<file path="config.mk">
export PLATFORM = sky130hd
export DESIGN_NAME = adc_rd_master
export DESIGN_NICKNAME = d
export VERILOG_FILES = /design/src/rtl/adc_rd_pkg.sv /design/src/rtl/adc_rd_divider.sv /design/src/rtl/adc_rd_assembler.sv /design/src/rtl/adc_rd_master.sv
export SDC_FILE = /design/constraint.sdc
export NUM_CORES = 1
export LEC_CHECK = 0
export BUFFER_PORTS_ARGS = -buffer_cell sky130_fd_sc_hd__buf_2
export CORE_MARGIN = 3
export CORE_UTILIZATION = 25
export DETAILED_ROUTE_END_ITERATION = 12
export GPL_TIMING_DRIVEN = 0
export PLACE_DENSITY = 0.42
export SLEW_MARGIN = 20
export SYNTH_ARGS = -nofsm -noshare
export SYNTH_HDL_FRONTEND = slang
export SYNTH_HIERARCHICAL = 1
export SYNTH_SLANG_ARGS = --single-unit
export TNS_END_PERCENT = 20
</file>
<file path="constraint.sdc">
create_clock -name clk -period 2.05 [get_ports clk]
set_clock_uncertainty 0.1 [all_clocks]
set_input_delay 0.205 -clock clk [delete_from_list [all_inputs] [get_ports clk]]
set_output_delay 0.205 -clock clk [all_outputs]
set_load 0.01 [all_outputs]
</file>
<file path="src/rtl/adc_rd_pkg.sv">
package adc_rd_pkg;
   typedef enum logic [1:0] {
      ST_IDLE   = 2'd0,
      ST_ENWAIT = 2'd1,
      ST_CLOCK  = 2'd2,
      ST_QUIET  = 2'd3
   } rd_state_e;
endpackage

</file>
<file path="src/rtl/adc_rd_divider.sv">
module adc_rd_divider #(
   parameter int HALF_CYC = 2
) (
   input  logic clk,
   input  logic rst_n,
   input  logic run,
   output logic tick
);
   localparam int CW = (HALF_CYC > 1) ? $clog2(HALF_CYC) : 1;

   generate
      if (HALF_CYC < 1) begin : g_bad
         $error("adc_rd_divider: HALF_CYC must be at least 1");
      end
      if (HALF_CYC == 1) begin : g_direct
         assign tick = run;
      end else begin : g_count
         localparam logic [CW-1:0] LAST = CW'(HALF_CYC - 1);
         logic [CW-1:0] cnt;
         always_ff @(posedge clk or negedge rst_n) begin
            if (!rst_n)            cnt <= '0;
            else if (!run)         cnt <= '0;
            else if (cnt == LAST)  cnt <= '0;
            else                   cnt <= cnt + 1'b1;
         end
         assign tick = run && (cnt == LAST);
      end
   endgenerate
endmodule

</file>
<file path="src/rtl/adc_rd_assembler.sv">
module adc_rd_assembler #(
   parameter int DATA_W     = 12,
   parameter int LEAD       = 4,
   parameter int FRAME_LEN  = 16,
   parameter bit LEAD_CHECK = 1'b1
) (
   input  logic                           clk,
   input  logic                           rst_n,
   input  logic                           rise,
   input  logic [$clog2(FRAME_LEN+1)-1:0] rise_idx,
   input  logic                           sdi,
   output logic [DATA_W-1:0]              data,
   output logic                           lead_err
);
   localparam int IW = $clog2(FRAME_LEN + 1);
   localparam logic [IW-1:0] FIRST_DATA = IW'(LEAD);
   localparam logic [IW-1:0] END_DATA   = IW'(LEAD + DATA_W);

   logic [DATA_W-1:0] shreg;

   always_ff @(posedge clk or negedge rst_n) begin
      if (!rst_n)
         shreg <= '0;
      else if (rise && rise_idx >= FIRST_DATA && rise_idx < END_DATA)
         shreg <= {shreg[DATA_W-2:0], sdi};
   end
   assign data = shreg;

   generate
      if (LEAD_CHECK) begin : g_check
         logic err_q;
         always_ff @(posedge clk or negedge rst_n) begin
            if (!rst_n)                                  err_q <= 1'b0;
            else if (rise && rise_idx < FIRST_DATA && sdi) err_q <= 1'b1;
         end
         assign lead_err = err_q;

         AST_ERR_STICKY: assert property (@(posedge clk) disable iff (!rst_n)
            lead_err |=> lead_err) else $error("lead_err dropped");
      end else begin : g_nocheck
         assign lead_err = 1'b0;
      end
   endgenerate
endmodule

</file>
<file path="src/rtl/adc_rd_master.sv">
module adc_rd_master
   import adc_rd_pkg::*;
#(
   parameter int DATA_W     = 12,
   parameter int LEAD_ZEROS = 4,
   parameter int FRAME_LEN  = 16,
   parameter int HALF_CYC   = 2,
   parameter int EN_CYC     = 2,
   parameter int QUIET_CYC  = 4,
   parameter int CLK_MHZ    = 50,
   parameter int EN_MIN_NS  = 20,
   parameter bit LEAD_CHECK = 1'b1
) (
   input  logic              clk,
   input  logic              rst_n,
   input  logic              start,
   output logic              busy,
   output logic              adc_cs_n,
   output logic              adc_sclk,
   input  logic              adc_sdi,
   output logic              rd_valid,
   output logic [DATA_W-1:0] rd_data,
   output logic              lead_err
);
   localparam int CNT_MAX = (EN_CYC > QUIET_CYC) ? EN_CYC : QUIET_CYC;
   localparam int CW      = $clog2(CNT_MAX + 1);
   localparam int IW      = $clog2(FRAME_LEN + 1);
   localparam logic [CW-1:0] EN_LAST    = CW'(EN_CYC - 1);
   localparam logic [CW-1:0] QUIET_LAST = CW'(QUIET_CYC - 1);
   localparam logic [IW-1:0] RISE_ALL   = IW'(FRAME_LEN);

   generate
      if (EN_CYC < 1 || QUIET_CYC < 1) begin : g_bad_cnt
         $error("adc_rd_master: EN_CYC and QUIET_CYC must be at least 1");
      end
      if (FRAME_LEN < LEAD_ZEROS + DATA_W) begin : g_bad_frame
         $error("adc_rd_master: FRAME_LEN too short for leading zeros plus data");
      end
      if ((EN_CYC + HALF_CYC) * 1000 < EN_MIN_NS * CLK_MHZ) begin : g_bad_en
         $error("adc_rd_master: select-to-first-edge time below minimum");
      end
   endgenerate

   rd_state_e     state;
   logic [CW-1:0] cnt;
   logic [IW-1:0] rise_idx;
   logic          sclk_q, cs_n_q, valid_q;
   logic          tick, rise;

   adc_rd_divider #(.HALF_CYC(HALF_CYC)) u_div (
      .clk  (clk),
      .rst_n(rst_n),
      .run  (state == ST_CLOCK),
      .tick (tick)
   );

   assign rise = (state == ST_CLOCK) && tick && !sclk_q;

   always_ff @(posedge clk or negedge rst_n) begin
      if (!rst_n) begin
         state    <= ST_IDLE;
         cnt      <= '0;
         rise_idx <= '0;
         sclk_q   <= 1'b0;
         cs_n_q   <= 1'b1;
         valid_q  <= 1'b0;
      end else begin
         valid_q <= 1'b0;
         unique case (state)
            ST_IDLE: if (start) begin
               state    <= ST_ENWAIT;
               cnt      <= '0;
               rise_idx <= '0;
               cs_n_q   <= 1'b0;
            end
            ST_ENWAIT: begin
               if (cnt == EN_LAST) begin
                  state <= ST_CLOCK;
                  cnt   <= '0;
               end else begin
                  cnt <= cnt + 1'b1;
               end
            end
            ST_CLOCK: if (tick) begin
               if (!sclk_q) begin
                  sclk_q   <= 1'b1;
                  rise_idx <= rise_idx + 1'b1;
               end else begin
                  sclk_q <= 1'b0;
                  if (rise_idx == RISE_ALL) begin
                     state   <= ST_QUIET;
                     cs_n_q  <= 1'b1;
                     valid_q <= 1'b1;
                     cnt     <= '0;
                  end
               end
            end
            ST_QUIET: begin
               if (cnt == QUIET_LAST) state <= ST_IDLE;
               else                   cnt   <= cnt + 1'b1;
            end
            default: state <= ST_IDLE;
         endcase
      end
   end

   adc_rd_assembler #(
      .DATA_W    (DATA_W),
      .LEAD      (LEAD_ZEROS),
      .FRAME_LEN (FRAME_LEN),
      .LEAD_CHECK(LEAD_CHECK)
   ) u_asm (
      .clk     (clk),
      .rst_n   (rst_n),
      .rise    (rise),
      .rise_idx(rise_idx),
      .sdi     (adc_sdi),
      .data    (rd_data),
      .lead_err(lead_err)
   );

   assign busy     = (state != ST_IDLE);
   assign adc_cs_n = cs_n_q;
   assign adc_sclk = sclk_q;
   assign rd_valid = valid_q;

   AST_SCLK_LOW_DESELECTED: assert property (@(posedge clk) disable iff (!rst_n)
      adc_cs_n |-> !adc_sclk) else $error("sclk high while deselected");
   AST_IDLE_DESELECTED: assert property (@(posedge clk) disable iff (!rst_n)
      !busy |-> adc_cs_n) else $error("select low while idle");
   AST_VALID_SINGLE: assert property (@(posedge clk) disable iff (!rst_n)
      rd_valid |=> !rd_valid) else $error("valid longer than one cycle");
   AST_VALID_AT_RELEASE: assert property (@(posedge clk) disable iff (!rst_n)
      $rose(adc_cs_n) |-> rd_valid) else $error("select released without valid");
   AST_QUIET_BUSY: assert property (@(posedge clk) disable iff (!rst_n)
      $rose(adc_cs_n) |-> busy) else $error("busy low at select release");
   AST_SELECT_HELD: assert property (@(posedge clk) disable iff (!rst_n)
      (busy && !adc_cs_n) |=> busy) else $error("busy dropped mid-frame");
endmodule

</file>
### Word level (Yosys, flattened, before mapping)

Index checks and enable logic that the tools add are counted.
W data, S select, Z words.

* equality and inequality tests: 14
* mux-type cells: 30
* add/subtract/negate cells: 3
* magnitude comparators: 3
* reduce and logical (&&, ||, !) cells: 16

Operator list (count)
* $mux W3: 6
* $ne A2 B2 Y1 const B: 8
* $mux W5: 3
* $mux W2: 6
* $pmux W3 S4: 1
* $mux W1: 11
* $pmux W5 S2: 1
* $reduce_and A5 Y1: 2
* $pmux W2 S4: 1
* $logic_and A1 B1 Y1: 7
* $reduce_and A6 Y1: 1
* $add A5 B1 Y5 const B: 1
* $eq A5 B5 Y1 const B: 1
* $ge A5 B3 Y1 const B: 1
* $lt A5 B3 Y1 const B: 1
* $lt A5 B5 Y1 const B: 1
* $eq A2 B2 Y1 const B: 2
* $reduce_and A4 Y1: 1
* $reduce_bool A2 Y1: 2
* $add A3 B1 Y3 const B: 1
* $eq A3 B1 Y1 const B: 1
* $eq A3 B2 Y1 const B: 1
* $eq A2 B1 Y1 const B: 1
* $logic_not A2 Y1: 1
* 4 further kinds: 4

* output and inout port bits: 17
* flip-flop bits (word level): 27
* input port bits: 4
* word-level logic and storage cells: 75

### Logic depth before layout (Yosys ltp)

* depth after elaboration: 6
* mapped depth: 8

### Hierarchy

Netlist, hierarchy kept.

By module, submodules not included
* adc_rd_master: sequential area each 326.6 sq um, instances 1, cells each 82, area an instance 817.0 sq um
* adc_rd_assembler: sequential area each 325.3 sq um, instances 1, cells each 30, area an instance 556.8 sq um
* adc_rd_divider: sequential area each 25.0 sq um, instances 1, cells each 3, area an instance 41.3 sq um

### Least setup slack after synthesis

No wires, ideal clock.

* kind: register to register
* start point: reg state[0]
* end point: reg cnt[0]
* arrival: 1.763 ns
* stages on the path, launching flop included: 8
* clock period less this slack: 1.987 ns
* buffers on the path: 0
* setup slack: 0.063 ns
* cells stage by stage: dfrtp_1 -> inv_1 -> ha_1 -> and2_2 -> nand2_1 -> o41ai_2 -> and3_2 -> mux2_2

* longest elaborated chain between the ends: 4

RTL lines
* start: declaration: line adc_rd_master.sv:44 `rd_state_e state;`
* start signal: assignment: line adc_rd_master.sv:61 `state <= ST_IDLE;`
* start signal: assignment: line adc_rd_master.sv:71 `state <= ST_ENWAIT;`
* start signal: assignment: line adc_rd_master.sv:78 `state <= ST_CLOCK;`
* $eq A2 B2 Y1: line adc_rd_master.sv:53 `.run (state == ST_CLOCK),`
* $logic_and A1 B1 Y1: line adc_rd_divider.sv:26 `assign tick = run && (cnt == LAST);`
* via tick: line adc_rd_master.sv:48 `logic tick, rise;`
* $ne A2 B2 Y1 (no line)
* $reduce_and A5 Y1 (no line)
* end signal: assignment: line adc_rd_master.sv:81 `cnt <= cnt + 1'b1;`
* end signal: assignment: line adc_rd_master.sv:100 `else cnt <= cnt + 1'b1;`
* end: declaration: line adc_rd_master.sv:45 `logic [CW-1:0] cnt;`

The timed path passes the listed nets, and every way through them passes these cells.
A chain may end at the register's enable or synchronous reset.

### Worst setup path in the final report

* start point: reg state[0]
* end point: reg u_asm.shreg[1], in the netlist u_asm/data[1]

* longest elaborated chain between the ends: 6

RTL lines
* $eq A2 B2 Y1: line adc_rd_master.sv:53
* $logic_and A1 B1 Y1: line adc_rd_divider.sv:26
* via tick: line adc_rd_master.sv:48
* $logic_and A1 B1 Y1 (2 in a row): line adc_rd_master.sv:57 `assign rise = (state == ST_CLOCK) && tick && !sclk_q;`
* via rise: line adc_rd_master.sv:48
* $logic_and A1 B1 Y1 (2 in a row): line adc_rd_assembler.sv:24 `else if (rise && rise_idx >= FIRST_DATA && rise_idx < END_DATA)`
* end signal: assignment: line adc_rd_assembler.sv:25 `shreg <= {shreg[DATA_W-2:0], sdi};`
* end: declaration: line adc_rd_assembler.sv:19 `logic [DATA_W-1:0] shreg;`

The timed path passes the listed nets, and every way through them passes these cells.

==> flow_summary_export.csv <==
group,metric,value,unit
routing,detail_route.wirelength,2.716,mm
power,ir_drop,0.2878,mV
cts,cts_tree,"yes",
yosys,synth_top_area_share,45.98,%
layout,final_cells,212,
timing,worst_slew_pin_slew,652.9,ps
timing,fin_ws,92.27,ps
power,comb_power_share,5.0,%
yosys,avgSynthCellArea,12.31,µm²
yosys,ys.flop_type,"dfrtp_1",
min_path,hp-start,"adc_sdi",
placed_design,place_congestion,0.7631,
global_route,antenna_found_initial,0,
timing,fmax,0.5108,GHz
die,die_w,81.24,µm
die,die_h,81.24,µm
cts,clk_pin_slew,100,ps
routing,top_layer_used,"met4",
timing,drv_slew,0,
min_path,hp-class,"in -> reg",
layout,fin_nets,156,
setup_path,cpPeakStageDelay,400,ps
placed_design,io_buffers,20,
timing,finalSetupViolCount,0,
global_route,grt_overflow,0,
setup_path,startpoint_type,"flip-flop",
setup_path,path_delay_family,"simple AND/OR/NAND/NOR gates",
die,start_util,26.69,%
cts,cts_buffers,3,
power,clkPwrFrac,34.2,%
yosys,synth.distinct_cells,39,
timing,period_share,95.50,%
setup_path,crit_arrival,2020,ps
setup_path,path_buf_inv,3,
layout,area_growth,21.49,%
cts,clock-sinks,27,
placed_design,place_ws,-146.4,ps
setup_path,required,2110,ps
cts,clkLatencyLatePin,270,ps
power,power_frac_seq,60.8,%
layout,ff_latch_area,676.9,µm²
yosys,synth.most_common_cell,"dfrtp_1",
yosys,syn_nets,128,
routing,antenna_left,0,
yosys,yosys_warnings,6,
setup_path,cpMaxStageDelayCell,"dfrtp_1",
global_route,grtUsageTotal,9.021,%
routing,met3_length,153,µm
run_status,outcome,"finished, final reports clean",
setup_path,worstSetupStartpoint,"state[0]",
yosys,seq_area_frac_synth,47.83,%
yosys,synth_edf_count,0,
layout,fillCellCount,554,
setup_path,worstPathCellList,"inv_2 > ha_4 > and2_4 > nand3b_4 > inv_6 > nor3b_4 > buf_12 > mux2_4",
placed_design,place.detailed.instances,205,
yosys,synthTopCellsByArea,"dfrtp_1, mux2_4, ha_1, mux2_2, inv_1",
die,io_pins,21,
layout,antennaDiodeCount,0,
global_route,grt_pass1_wl,4.602,mm
power,internal_power,0.0007022,W
setup_path,critPathCaptureType,"flip-flop",
setup_path,worst-path-max-fanout,10,
power,pwr_density_cell,526.4,nW/µm²
cts,cts_max_level,1,
layout,drive_gt1_share,39.44,%
timing,fin_setup_tns,0,ps
layout,multi_input_area,703.2,µm²
routing,first_pass_iters,4,
routing,wl_met2,1.219,mm
global_route,grt_pass1_vias,944,
routing,routed-via-count,949,
power,switching_share,22.41,%
yosys,postSynthCellCount,115,
setup_path,timing_worst_setup_path_type,"reg -> reg",
yosys,synthArstFlopShare,100.0,%
cts,cts_root_buf,"clkbuf_8",
routing,detail_route.wl_per_cell,12.81,µm
power,power.leakage,0.8045,nW
die,num_rows,26,
power,p_sw,0.0002028,W
placed_design,hpwl,1.989,mm
timing,final-hold-violation-count,0,
cts,ctsLongestPathBuffers,2,
global_route,grt_max_degree,28,
routing,wl_met1,1.316,mm
routing,drt_iter0_markers,10,
setup_path,r2r-start,"state[0]",
layout,final_util,32.42,%
yosys,syn_area,1415,µm²
die,design.core.area,5303,µm²
die,die_area,6599,µm²
yosys,yosys_register_bits,27,
routing,drc,0,
timing,rsz0062_at_grt,"yes",
yosys,synth_largest_area_cell,"dfrtp_1",
yosys,yosys-top-cells-count,"dfrtp_1, mux2_4, ha_1, inv_1, nor2_1",
timing,relSlewSlack,56.47,%
flow_run,cap_violations,0,
timing,fin_crit,1958,ps
routing,avgViaCountPerCell,4.476,
-- final timing paths --
kind	end	slack, ps	cells after the start
max	u_asm/data[1]	90	8
min	u_asm/data[0]	90	2
max reg2reg	u_asm/data[1]	90	8
min reg2reg	u_asm/lead_err	370	1
max in group asynchronous	rd_valid	1040	2
min in group asynchronous	u_asm/data[10]	390	2
-- cells in the final DEF, fill, tap and decap left out, types with 2 or more instances in the layout --
master    netlist  routed
a21oi_1         4       4
buf_2           0      20
buf_4           0       2
clkbuf_8        0       3
dfrtp_1        26      26
ha_1            9       8
inv_1           9       8
mux2_2          5       4
mux2_4         10      11
nand2_1         7       7
nand3_1         2       2
nor2_1          8       8
o211ai_1        2       2
o21ai_0         3       3
xor2_1          2       2
-- cell type report --
| type | count | area share (%) |
|---|---|---|
| inverter | 10 | 2.475 |
| tap | 70 | 5.095 |
| buffer | 2 | 2.038 |
| clock inverter | 1 | 0.4367 |
| timing repair buffer | 23 | 7.278 |
| clock buffer | 3 | 2.402 |
| sequential | 27 | 39.37 |
| multi-input combinational | 76 | 40.90 |
-- flip-flops by register name, indices dropped and copies added, names as in the netlist --
| signal | cells |
|---|---|
| adc_cs_n | 1 |
| u_asm/data | 12 |
| cnt | 3 |
| rd_valid | 1 |
| adc_sclk | 1 |
| rise_idx | 5 |
| u_div/g_count.cnt | 1 |
| u_asm/lead_err | 1 |
| state | 2 |
-- kinds of logic after synthesis --
family                     synth area share (%)
AOI/OAI and AO/OA                         8.311
xor gates and xnor gates                  1.857
adders and majority gates                 7.958
buffers and inverters                     4.951
DFF                                       47.83
muxes                                     15.38
and+or+nand+nor                           13.71
-- per-stage QoR --
stage | hold slack, ps | area [µm²] | power, W
after floorplan | -190.6 | 1415 | 0.0005772
after global placement | 168.5 | 1603 | 0.0006044
after detailed placement | 170.2 | 1603 | 0.0006047
after CTS | 72.13 | 1683 | 0.0009334
after global routing | 70.77 | 1719 | 0.0009642
final | 86.72 | 1719 | 0.0009049
-- power by group through the flow --
stage          Combinational, W  Clock, W  Sequential (W)
2_1_floorplan         0.0000132         0        0.000564
3_3_place_gp          0.0000443         0        0.000560
3_5_place_dp          0.0000442         0        0.000560
4_1_cts               0.0000460  0.000337        0.000550
5_1_grt               0.0000503  0.000362        0.000552
6_report              0.0000452  0.000310        0.000550
-- layer usage --
metal	track usage (%)	up-vias
met4	2.027	0
met3	2.882	4
met2	14.53	24
li1	-	459
met1	11.78	462
met5	0	-
-- what timing repair did --
item / in CTS / in global routing
hold buffers: 1 / 0
setup buffers: 2 / 0
gates resized for setup: 3 / 8
endpoints found under the hold margin: 26 / 0
pin swaps: 2 / 1
cloned: 0 / 0
endpoints found under the setup margin: 14 / 16
Note: power is estimated with default switching activity, not from simulation.
